<file path="src/rtl/fault_halt_pkg.sv">
package fault_halt_pkg;
  localparam int unsigned CODE_W = 8;

  localparam int unsigned B_DATA_ADDR  = 0;
  localparam int unsigned B_INSN_ADDR  = 1;
  localparam int unsigned B_CALL_STACK = 2;
  localparam int unsigned B_ILLEGAL    = 3;
  localparam int unsigned B_LOOP       = 4;
  localparam int unsigned B_FATAL_IMEM = 5;
  localparam int unsigned B_FATAL_DMEM = 6;
  localparam int unsigned B_FATAL_REG  = 7;

  localparam int unsigned PC_ALIGN_BITS = 2;

  typedef logic [CODE_W-1:0] fault_code_t;
endpackage

</file>
<file path="src/rtl/fault_pc_check.sv">
module fault_pc_check #(
  parameter int unsigned IMEM_BYTES = 4096,
  parameter int unsigned PC_W       = 16
) (
  input  logic [PC_W-1:0] next_pc_i,
  output logic            bad_o
);
  import fault_halt_pkg::*;

  localparam logic [PC_W:0] LIMIT = (PC_W+1)'(IMEM_BYTES);

  logic misaligned;
  logic beyond;

  assign misaligned = |next_pc_i[PC_ALIGN_BITS-1:0];
  assign beyond     = {1'b0, next_pc_i} >= LIMIT;
  assign bad_o      = misaligned | beyond;
endmodule

</file>
<file path="src/rtl/fault_merge.sv">
module fault_merge (
  input  logic                        live_i,
  input  fault_halt_pkg::fault_code_t raw_i,
  input  logic                        ecall_i,
  output fault_halt_pkg::fault_code_t code_o,
  output logic                        halt_o,
  output logic                        commit_o
);
  logic any_fault;

  assign any_fault = |raw_i;
  assign code_o    = live_i ? raw_i : '0;
  assign halt_o    = live_i & (any_fault | ecall_i);
  assign commit_o  = live_i & ~any_fault & ~ecall_i;
endmodule

</file>
<file path="src/rtl/fault_state.sv">
module fault_state (
  input  logic                        clk,
  input  logic                        rst_n,
  input  logic                        start_i,
  input  logic                        halt_i,
  input  fault_halt_pkg::fault_code_t code_i,
  output logic                        busy_o,
  output logic                        done_o,
  output fault_halt_pkg::fault_code_t code_o
);
  logic                        busy_q;
  logic                        done_q;
  fault_halt_pkg::fault_code_t code_q;

  always_ff @(posedge clk or negedge rst_n) begin
    if (!rst_n) begin
      busy_q <= 1'b0;
      done_q <= 1'b0;
      code_q <= '0;
    end else begin
      done_q <= 1'b0;
      if (!busy_q && start_i) begin
        busy_q <= 1'b1;
        code_q <= '0;
      end else if (busy_q && halt_i) begin
        busy_q <= 1'b0;
        done_q <= 1'b1;
        code_q <= code_i;
      end
    end
  end

  assign busy_o = busy_q;
  assign done_o = done_q;
  assign code_o = code_q;

  AST_HALT_DROPS_BUSY: assert property (@(posedge clk) disable iff (!rst_n)
    busy_q && halt_i |=> !busy_q && done_q);
  AST_DONE_SINGLE: assert property (@(posedge clk) disable iff (!rst_n)
    done_q |=> !done_q);
  AST_CODE_HELD_IDLE: assert property (@(posedge clk) disable iff (!rst_n)
    !busy_q && !start_i |=> $stable(code_q));
  AST_START_CLEARS: assert property (@(posedge clk) disable iff (!rst_n)
    !busy_q && start_i |=> busy_q && code_q == '0);
endmodule

</file>
<file path="src/rtl/fault_halt_unit.sv">
module fault_halt_unit #(
  parameter int unsigned IMEM_BYTES = 4096,
  parameter int unsigned PC_W       = 16
) (
  input  logic            clk,
  input  logic            rst_n,
  input  logic            start_i,
  input  logic            step_i,
  input  logic [PC_W-1:0] next_pc_i,
  input  logic            err_data_addr_i,
  input  logic            err_call_stack_i,
  input  logic            err_illegal_i,
  input  logic            err_loop_i,
  input  logic            err_fatal_imem_i,
  input  logic            err_fatal_dmem_i,
  input  logic            err_fatal_reg_i,
  input  logic            ecall_i,
  output logic            commit_o,
  output logic            abort_o,
  output logic            busy_o,
  output logic            done_o,
  output logic [7:0]      err_code_o
);
  import fault_halt_pkg::*;

  logic        pc_bad;
  logic        live;
  logic        halt;
  fault_code_t raw;
  fault_code_t code_now;
  fault_code_t code_held;

  fault_pc_check #(.IMEM_BYTES(IMEM_BYTES), .PC_W(PC_W)) u_pc_check (
    .next_pc_i (next_pc_i),
    .bad_o     (pc_bad)
  );

  always_comb begin
    raw               = '0;
    raw[B_DATA_ADDR]  = err_data_addr_i;
    raw[B_INSN_ADDR]  = pc_bad;
    raw[B_CALL_STACK] = err_call_stack_i;
    raw[B_ILLEGAL]    = err_illegal_i;
    raw[B_LOOP]       = err_loop_i;
    raw[B_FATAL_IMEM] = err_fatal_imem_i;
    raw[B_FATAL_DMEM] = err_fatal_dmem_i;
    raw[B_FATAL_REG]  = err_fatal_reg_i;
  end

  assign live = busy_o & step_i;

  fault_merge u_merge (
    .live_i   (live),
    .raw_i    (raw),
    .ecall_i  (ecall_i),
    .code_o   (code_now),
    .halt_o   (halt),
    .commit_o (commit_o)
  );

  fault_state u_state (
    .clk     (clk),
    .rst_n   (rst_n),
    .start_i (start_i),
    .halt_i  (halt),
    .code_i  (code_now),
    .busy_o  (busy_o),
    .done_o  (done_o),
    .code_o  (code_held)
  );

  assign abort_o    = halt;
  assign err_code_o = code_held;

  AST_COMMIT_ABORT_EXCL: assert property (@(posedge clk) disable iff (!rst_n)
    !(commit_o && abort_o));
  AST_IDLE_QUIET: assert property (@(posedge clk) disable iff (!rst_n)
    !busy_o |-> !commit_o && !abort_o);
  AST_BADPC_ABORTS: assert property (@(posedge clk) disable iff (!rst_n)
    busy_o && step_i && next_pc_i[1:0] != 2'b00 |-> abort_o);
  AST_FAULT_CAPTURED: assert property (@(posedge clk) disable iff (!rst_n)
    abort_o |=> err_code_o == $past(raw));
endmodule

</file>
<file path="config.mk">
export PLATFORM = sky130hd
export DESIGN_NAME = fault_halt_unit
export DESIGN_NICKNAME = d
export VERILOG_FILES = /design/src/rtl/fault_halt_pkg.sv /design/src/rtl/fault_pc_check.sv /design/src/rtl/fault_merge.sv /design/src/rtl/fault_state.sv /design/src/rtl/fault_halt_unit.sv
export SDC_FILE = /design/constraint.sdc
export NUM_CORES = 1
export LEC_CHECK = 0
export BUFFER_PORTS_ARGS = -buffer_cell sky130_fd_sc_hd__buf_2
export CORE_AREA = 2 2 42 44
export CTS_CLUSTER_DIAMETER = 60
export DETAILED_ROUTE_END_ITERATION = 12
export DIE_AREA = 0 0 44 46
export GPL_ROUTABILITY_DRIVEN = 0
export PLACE_DENSITY = 0.73
export SLEW_MARGIN = 30
export SYNTH_ARGS = -nofsm -noshare
export SYNTH_HDL_FRONTEND = slang
export SYNTH_SLANG_ARGS = --single-unit
</file>
<file path="constraint.sdc">
create_clock -name clk -period 1.58 [get_ports clk]
set_input_delay 0.316 -clock clk [delete_from_list [all_inputs] [get_ports clk]]
set_output_delay 0.316 -clock clk [all_outputs]
set_load 0.05 [all_outputs]
</file>
-- Word level (Yosys, flattened, before mapping)
Cells that the tools add are included.
- output and inout bits: 12
- logic and storage cells: 25
- input bits: 28
- flip-flop bits (word level): 10
- $lt $le $gt $ge: 1
- bitwise logic cells: 8
- muxes and demuxes: 7
- reductions and logical operators: 6
- operators by type and width (operator ; number):
    8-bit 2-to-1 mux ; 3
    16-bit by 13-bit greater-or-equal comparator with 1-bit output (second input constant) ; 1
    8-bit OR reduction ; 1
    1-bit bitwise AND ; 4
    1-bit 2-to-1 mux ; 4
    1-bit logical AND ; 2
    1-bit inverter ; 2
    1-bit bitwise OR ; 2
    2-bit nonzero test ; 1
    2-bit OR reduction ; 1
    1-bit logical NOT ; 1

-- Logic depth before layout (Yosys ltp)
- depth in word-level cells: 8
- mapped depth: 4
- depth with buffers taken out: 3

-- Cells and area by module
A second synthesis with hierarchy kept.
- cell total of the unflattened synthesis: 49
- area total of the unflattened synthesis: 558.0 sq um
- by module, submodules not included (module ; area each (sq um) ; cells an instance ; seq. area each (sq um) ; times used):
    fault_state ; 446.7 ; 31 ; 250.2 ; 1
    fault_merge ; 91.3 ; 14 ; 0.0 ; 1
    fault_pc_check ; 13.8 ; 3 ; 0.0 ; 1
    fault_halt_unit ; 6.3 ; 1 ; 0.0 ; 1

-- Least setup slack after synthesis
Ideal clock, no wire load.
- path type: register to output
- from: register u_state.busy_q, in the netlist u_state.busy_o
- to: output abort_o
- buffers on the path: 1
- setup slack: -0.560 ns
- data arrival time: 1.824 ns
- cell stages (with the launch flop): 4
- required time: 1.264 ns
- cell sequence: dfrtp_1 > clkbuf_1 > nand2_1 > nor2b_1
- longest elaborated chain between the ends: 2
- ends and longest elaborated chain (item ; RTL line ; RTL):
    start: declaration ; fault_state.sv:11 ; logic busy_q;
    start signal: assignment ; fault_state.sv:17 ; busy_q <= 1'b0;
    start signal: assignment ; fault_state.sv:23 ; busy_q <= 1'b1;
    start signal: assignment ; fault_state.sv:26 ; busy_q <= 1'b0;
    1-bit bitwise AND ; fault_halt_unit.sv:50 ; assign live = busy_o & step_i;
    1-bit bitwise AND ; fault_merge.sv:13 ; assign halt_o = live_i & (any_fault | ecall_i);
    end: declaration ; fault_halt_unit.sv:19 ; output logic abort_o,
No other way between the ends.

-- Worst setup path in the final report
- from: input err_loop_i
- to: output abort_o
- longest elaborated chain between the ends: 3
- ends and longest elaborated chain (item ; RTL line ; RTL):
    start: declaration ; fault_halt_unit.sv:13 ; input logic err_loop_i,
    8-bit OR reduction ; fault_merge.sv:11 ; assign any_fault = |raw_i;
    1-bit bitwise OR ; fault_merge.sv:13 ;
    1-bit bitwise AND ; fault_merge.sv:13 ;
No other way between the ends.

==> flow_summary.json <==
{
  "slew_viol_final": 0,
  "cts-buffers-inserted": 3,
  "slew-limit-headroom": 0.798,
  "nets": 125,
  "run_status": "complete, but fails checks",
  "synth_top_family_by_area": "compound AO/OA/AOI/OAI gates",
  "die_w_um": 44,
  "ys.flop_type": "dfrtp_1",
  "avgSynthCellArea_um2": 9.90,
  "cp_top_family": "simple AND/OR/NAND/NOR gates",
  "fin_crit_sh": 1.08,
  "antenna_found_initial": 0,
  "cpMostUsedCell": "buf_8",
  "layout-drive-gt1-share": 0.552,
  "max_cap_violations": 0,
  "placed_area_um2": 783,
  "violations": "negative setup slack",
  "switching_power_mw": 0.401,
  "yosysTopAreaCell": "dfrtp_1",
  "timing.setup.tns_ns": -0.189,
  "p_int_mw": 0.533,
  "synth_compound_area_frac": 0.224,
  "yosys.cell_count.top_type": "dfrtp_1",
  "grt_max_degree": 11,
  "first_pass_iters": 4,
  "synthMuxAreaShare": 0.137,
  "route.vias.total": 599,
  "grt_setup_unrepaired": "true",
  "slowest_stage": "nor4_4",
  "arrival_ns": 1.38,
  "drt_iter0_markers": 7,
  "path_cells": "buf_8 > nor4_4 > buf_4 > nand4_1 > nor2b_4 > buf_8",
  "ir_drop_mv": 0.442,
  "ys_types": 17,
  "ys_warn_count": 0,
  "synthTopCellsByArea": "dfrtp_1, mux2_2, a22oi_1",
  "pwr-share-clk": 0.200,
  "stdcell_area_um2": 897,
  "yosys_register_bits": 10,
  "diodes": 0,
  "ys_seq_area_frac": 0.436,
  "core_area_um2": 1610,
  "cts_tree": "yes",
  "synth.cell_area_um2": 574,
  "setup_violations": 2,
  "synth_edf_count": 0,
  "tightest_slew_ns": 0.302,
  "cp.required_ns": 1.26,
  "syn_nets": 86,
  "power_density_nw_per_um2": 1040,
  "drc": 0,
  "clkTransAtPathRegs_ns": 0.07,
  "cts.sinks": 10,
  "h-tree-depth": 1,
  "fp-row-count": 15,
  "synthXorXnorAreaFrac": 0,
  "synth-simple-area-share": 0.124,
  "grt_overflow_total": 0,
  "min_period_ns": 1.70,
  "hp-class": "in2reg",
  "path_class": "in2out",
  "grt_usage": 0.165,
  "p_comb_frac": 0.434,
  "ant_nets": 0,
  "grt_pass1_wl_um": 2340,
  "start_kind": "input pin",
  "dp_hpwl_um": 1090,
  "cellLeakagePower_nw": 0.433,
  "die_area_um2": 2020,
  "clockRootBuffer": "clkbuf_4",
  "timing.fmax_ghz": 0.589,
  "synth_top_area_share": 0.436,
  "async_reset_ff_frac": 1.00,
  "fin_hold_ws_ns": 0.334,
  "syn_inst": 58,
  "synthTopCellsByCount": "dfrtp_1, a22oi_1, inv_1, mux2_2, o31ai_1",
  "portBuffers": 29,
  "p_seq_frac": 0.367,
  "crit_fanout": 4,
  "ioPinCount": 40,
  "insertion_delay_ns": 0.27,
  "wirelength_um": 1550,
  "p_sw_frac": 0.429,
  "crit_path_max_incr_delay_ns": 0.24,
  "setup_ws_ns": -0.119,
  "synth-adder-area-share": 0,
  "syn2layout_area_growth_pct": 56.2,
  "finClkSkew_ns": 0.0118,
  "final_util": 0.556,
  "viasPerCell": 5.30,
  "clockBufferDepth": 2,
  "wl_per_cell_um": 13.7,
  "end_kind": "output pin",
  "grt_pass1_vias": 544,
  "start_util": 0.356,
  "critPathBufInv": 3,
  "hold_viol_final": 0,
  "fp.dieH_um": 46
}
==> cells in the final DEF, fill, tap and decap left out <==
cell type / instances
nor4_2: 1
dfrtp_2: 1
o31ai_1: 7
buf_4: 8
buf_8: 2
dfrtp_1: 9
nor2_4: 1
a31oi_1: 1
a22oi_1: 7
clkbuf_4: 3
buf_2: 25
nand2_1: 1
nor2b_1: 2
buf_6: 2
nand4_1: 1
clkbuf_1: 1
nand2b_1: 1
nor4_4: 2
nor2b_4: 1
a21oi_1: 2
o21bai_1: 1
nor2_1: 2
mux2_2: 7
inv_1: 7
dlygate4sd3_1: 1
==> power by group through the flow <==
stage               logic (mW)  registers, mW  clock network (mW)
floorplan                0.129          0.491                   0
global placement         0.379          0.344                   0
detailed placement       0.383          0.347                   0
CTS                      0.398          0.342               0.192
global route             0.431          0.350               0.205
finish                   0.405          0.342               0.186
==> worst reg2reg max path, stage by stage (launching register included) <==
cell and delay (ns):
dfrtp_2 0.46, buf_4 0.17, nor2b_1 0.11, buf_4 0.17, nand2b_1 0.12, o21bai_1 0.06
==> through the flow <==
stage | worst slack, ns | cells | power (mW)
finish | -0.119 | 113 | 0.933
global route | -0.189 | 113 | 0.985
CTS | -0.128 | 112 | 0.933
detailed placement | -0.207 | 106 | 0.730
global placement | -0.268 | 106 | 0.723
floorplan | 0.0144 | 58 | 0.620
==> metal layers <==
| metal | up-vias | GRT usage | routed length (µm) |
|---|---|---|---|
| li1 | 289 | - | - |
| met3 | 5 | 0.0397 | 108 |
| met5 | - | 0 | 0 |
| met1 | 278 | 0.199 | 606 |
| met2 | 27 | 0.271 | 797 |
| met4 | 0 | 0.0909 | 41 |
==> final cells by class <==
type	count	area (µm²)
flip-flops and latches	10	251
multi-input cells	37	324
repair buffers	38	248
fillers	150	717
well taps	17	21.3
inverters	7	26.3
clock buffers	4	26.3
==> registers in the layout, summed over array words and instances, names as in the netlist <==
signal	count
u_state.code_o	8
u_state.done_o	1
u_state.busy_o	1
==> path summary, 6_finish.rpt <==
check                             startpoint                end  slack, ns  depth (start not counted)
hold / removal                        step_i     u_state.busy_o       0.33                          2
hold reg to reg            u_state.code_o[1]  u_state.code_o[1]       0.55                          2
setup reg to reg              u_state.busy_o  u_state.code_o[1]       0.36                          5
setup / recovery                  err_loop_i            abort_o      -0.12                          6
min in group asynchronous              rst_n  u_state.code_o[2]       0.46                          2
max in group asynchronous              rst_n     u_state.busy_o       0.90                          2
==> logic make-up after synthesis <==
family / after synthesis
AND/OR/NAND/NOR: 12
flip-flops: 10
buffers and inverters: 11
AO/OA/AOI/OAI: 18
multiplexers: 7
==> timing repair <==
action / in CTS / in global routing
buffers inserted: 1 / 1
pin swaps: 2 / 2
gates cloned: 0 / 0
endpoints found under the setup margin: 2 / 2
hold buffers: 1 / 0
endpoints found under the hold margin: 10 / 0
resized for setup: 8 / 5
Power figures use the tool's default switching activity.
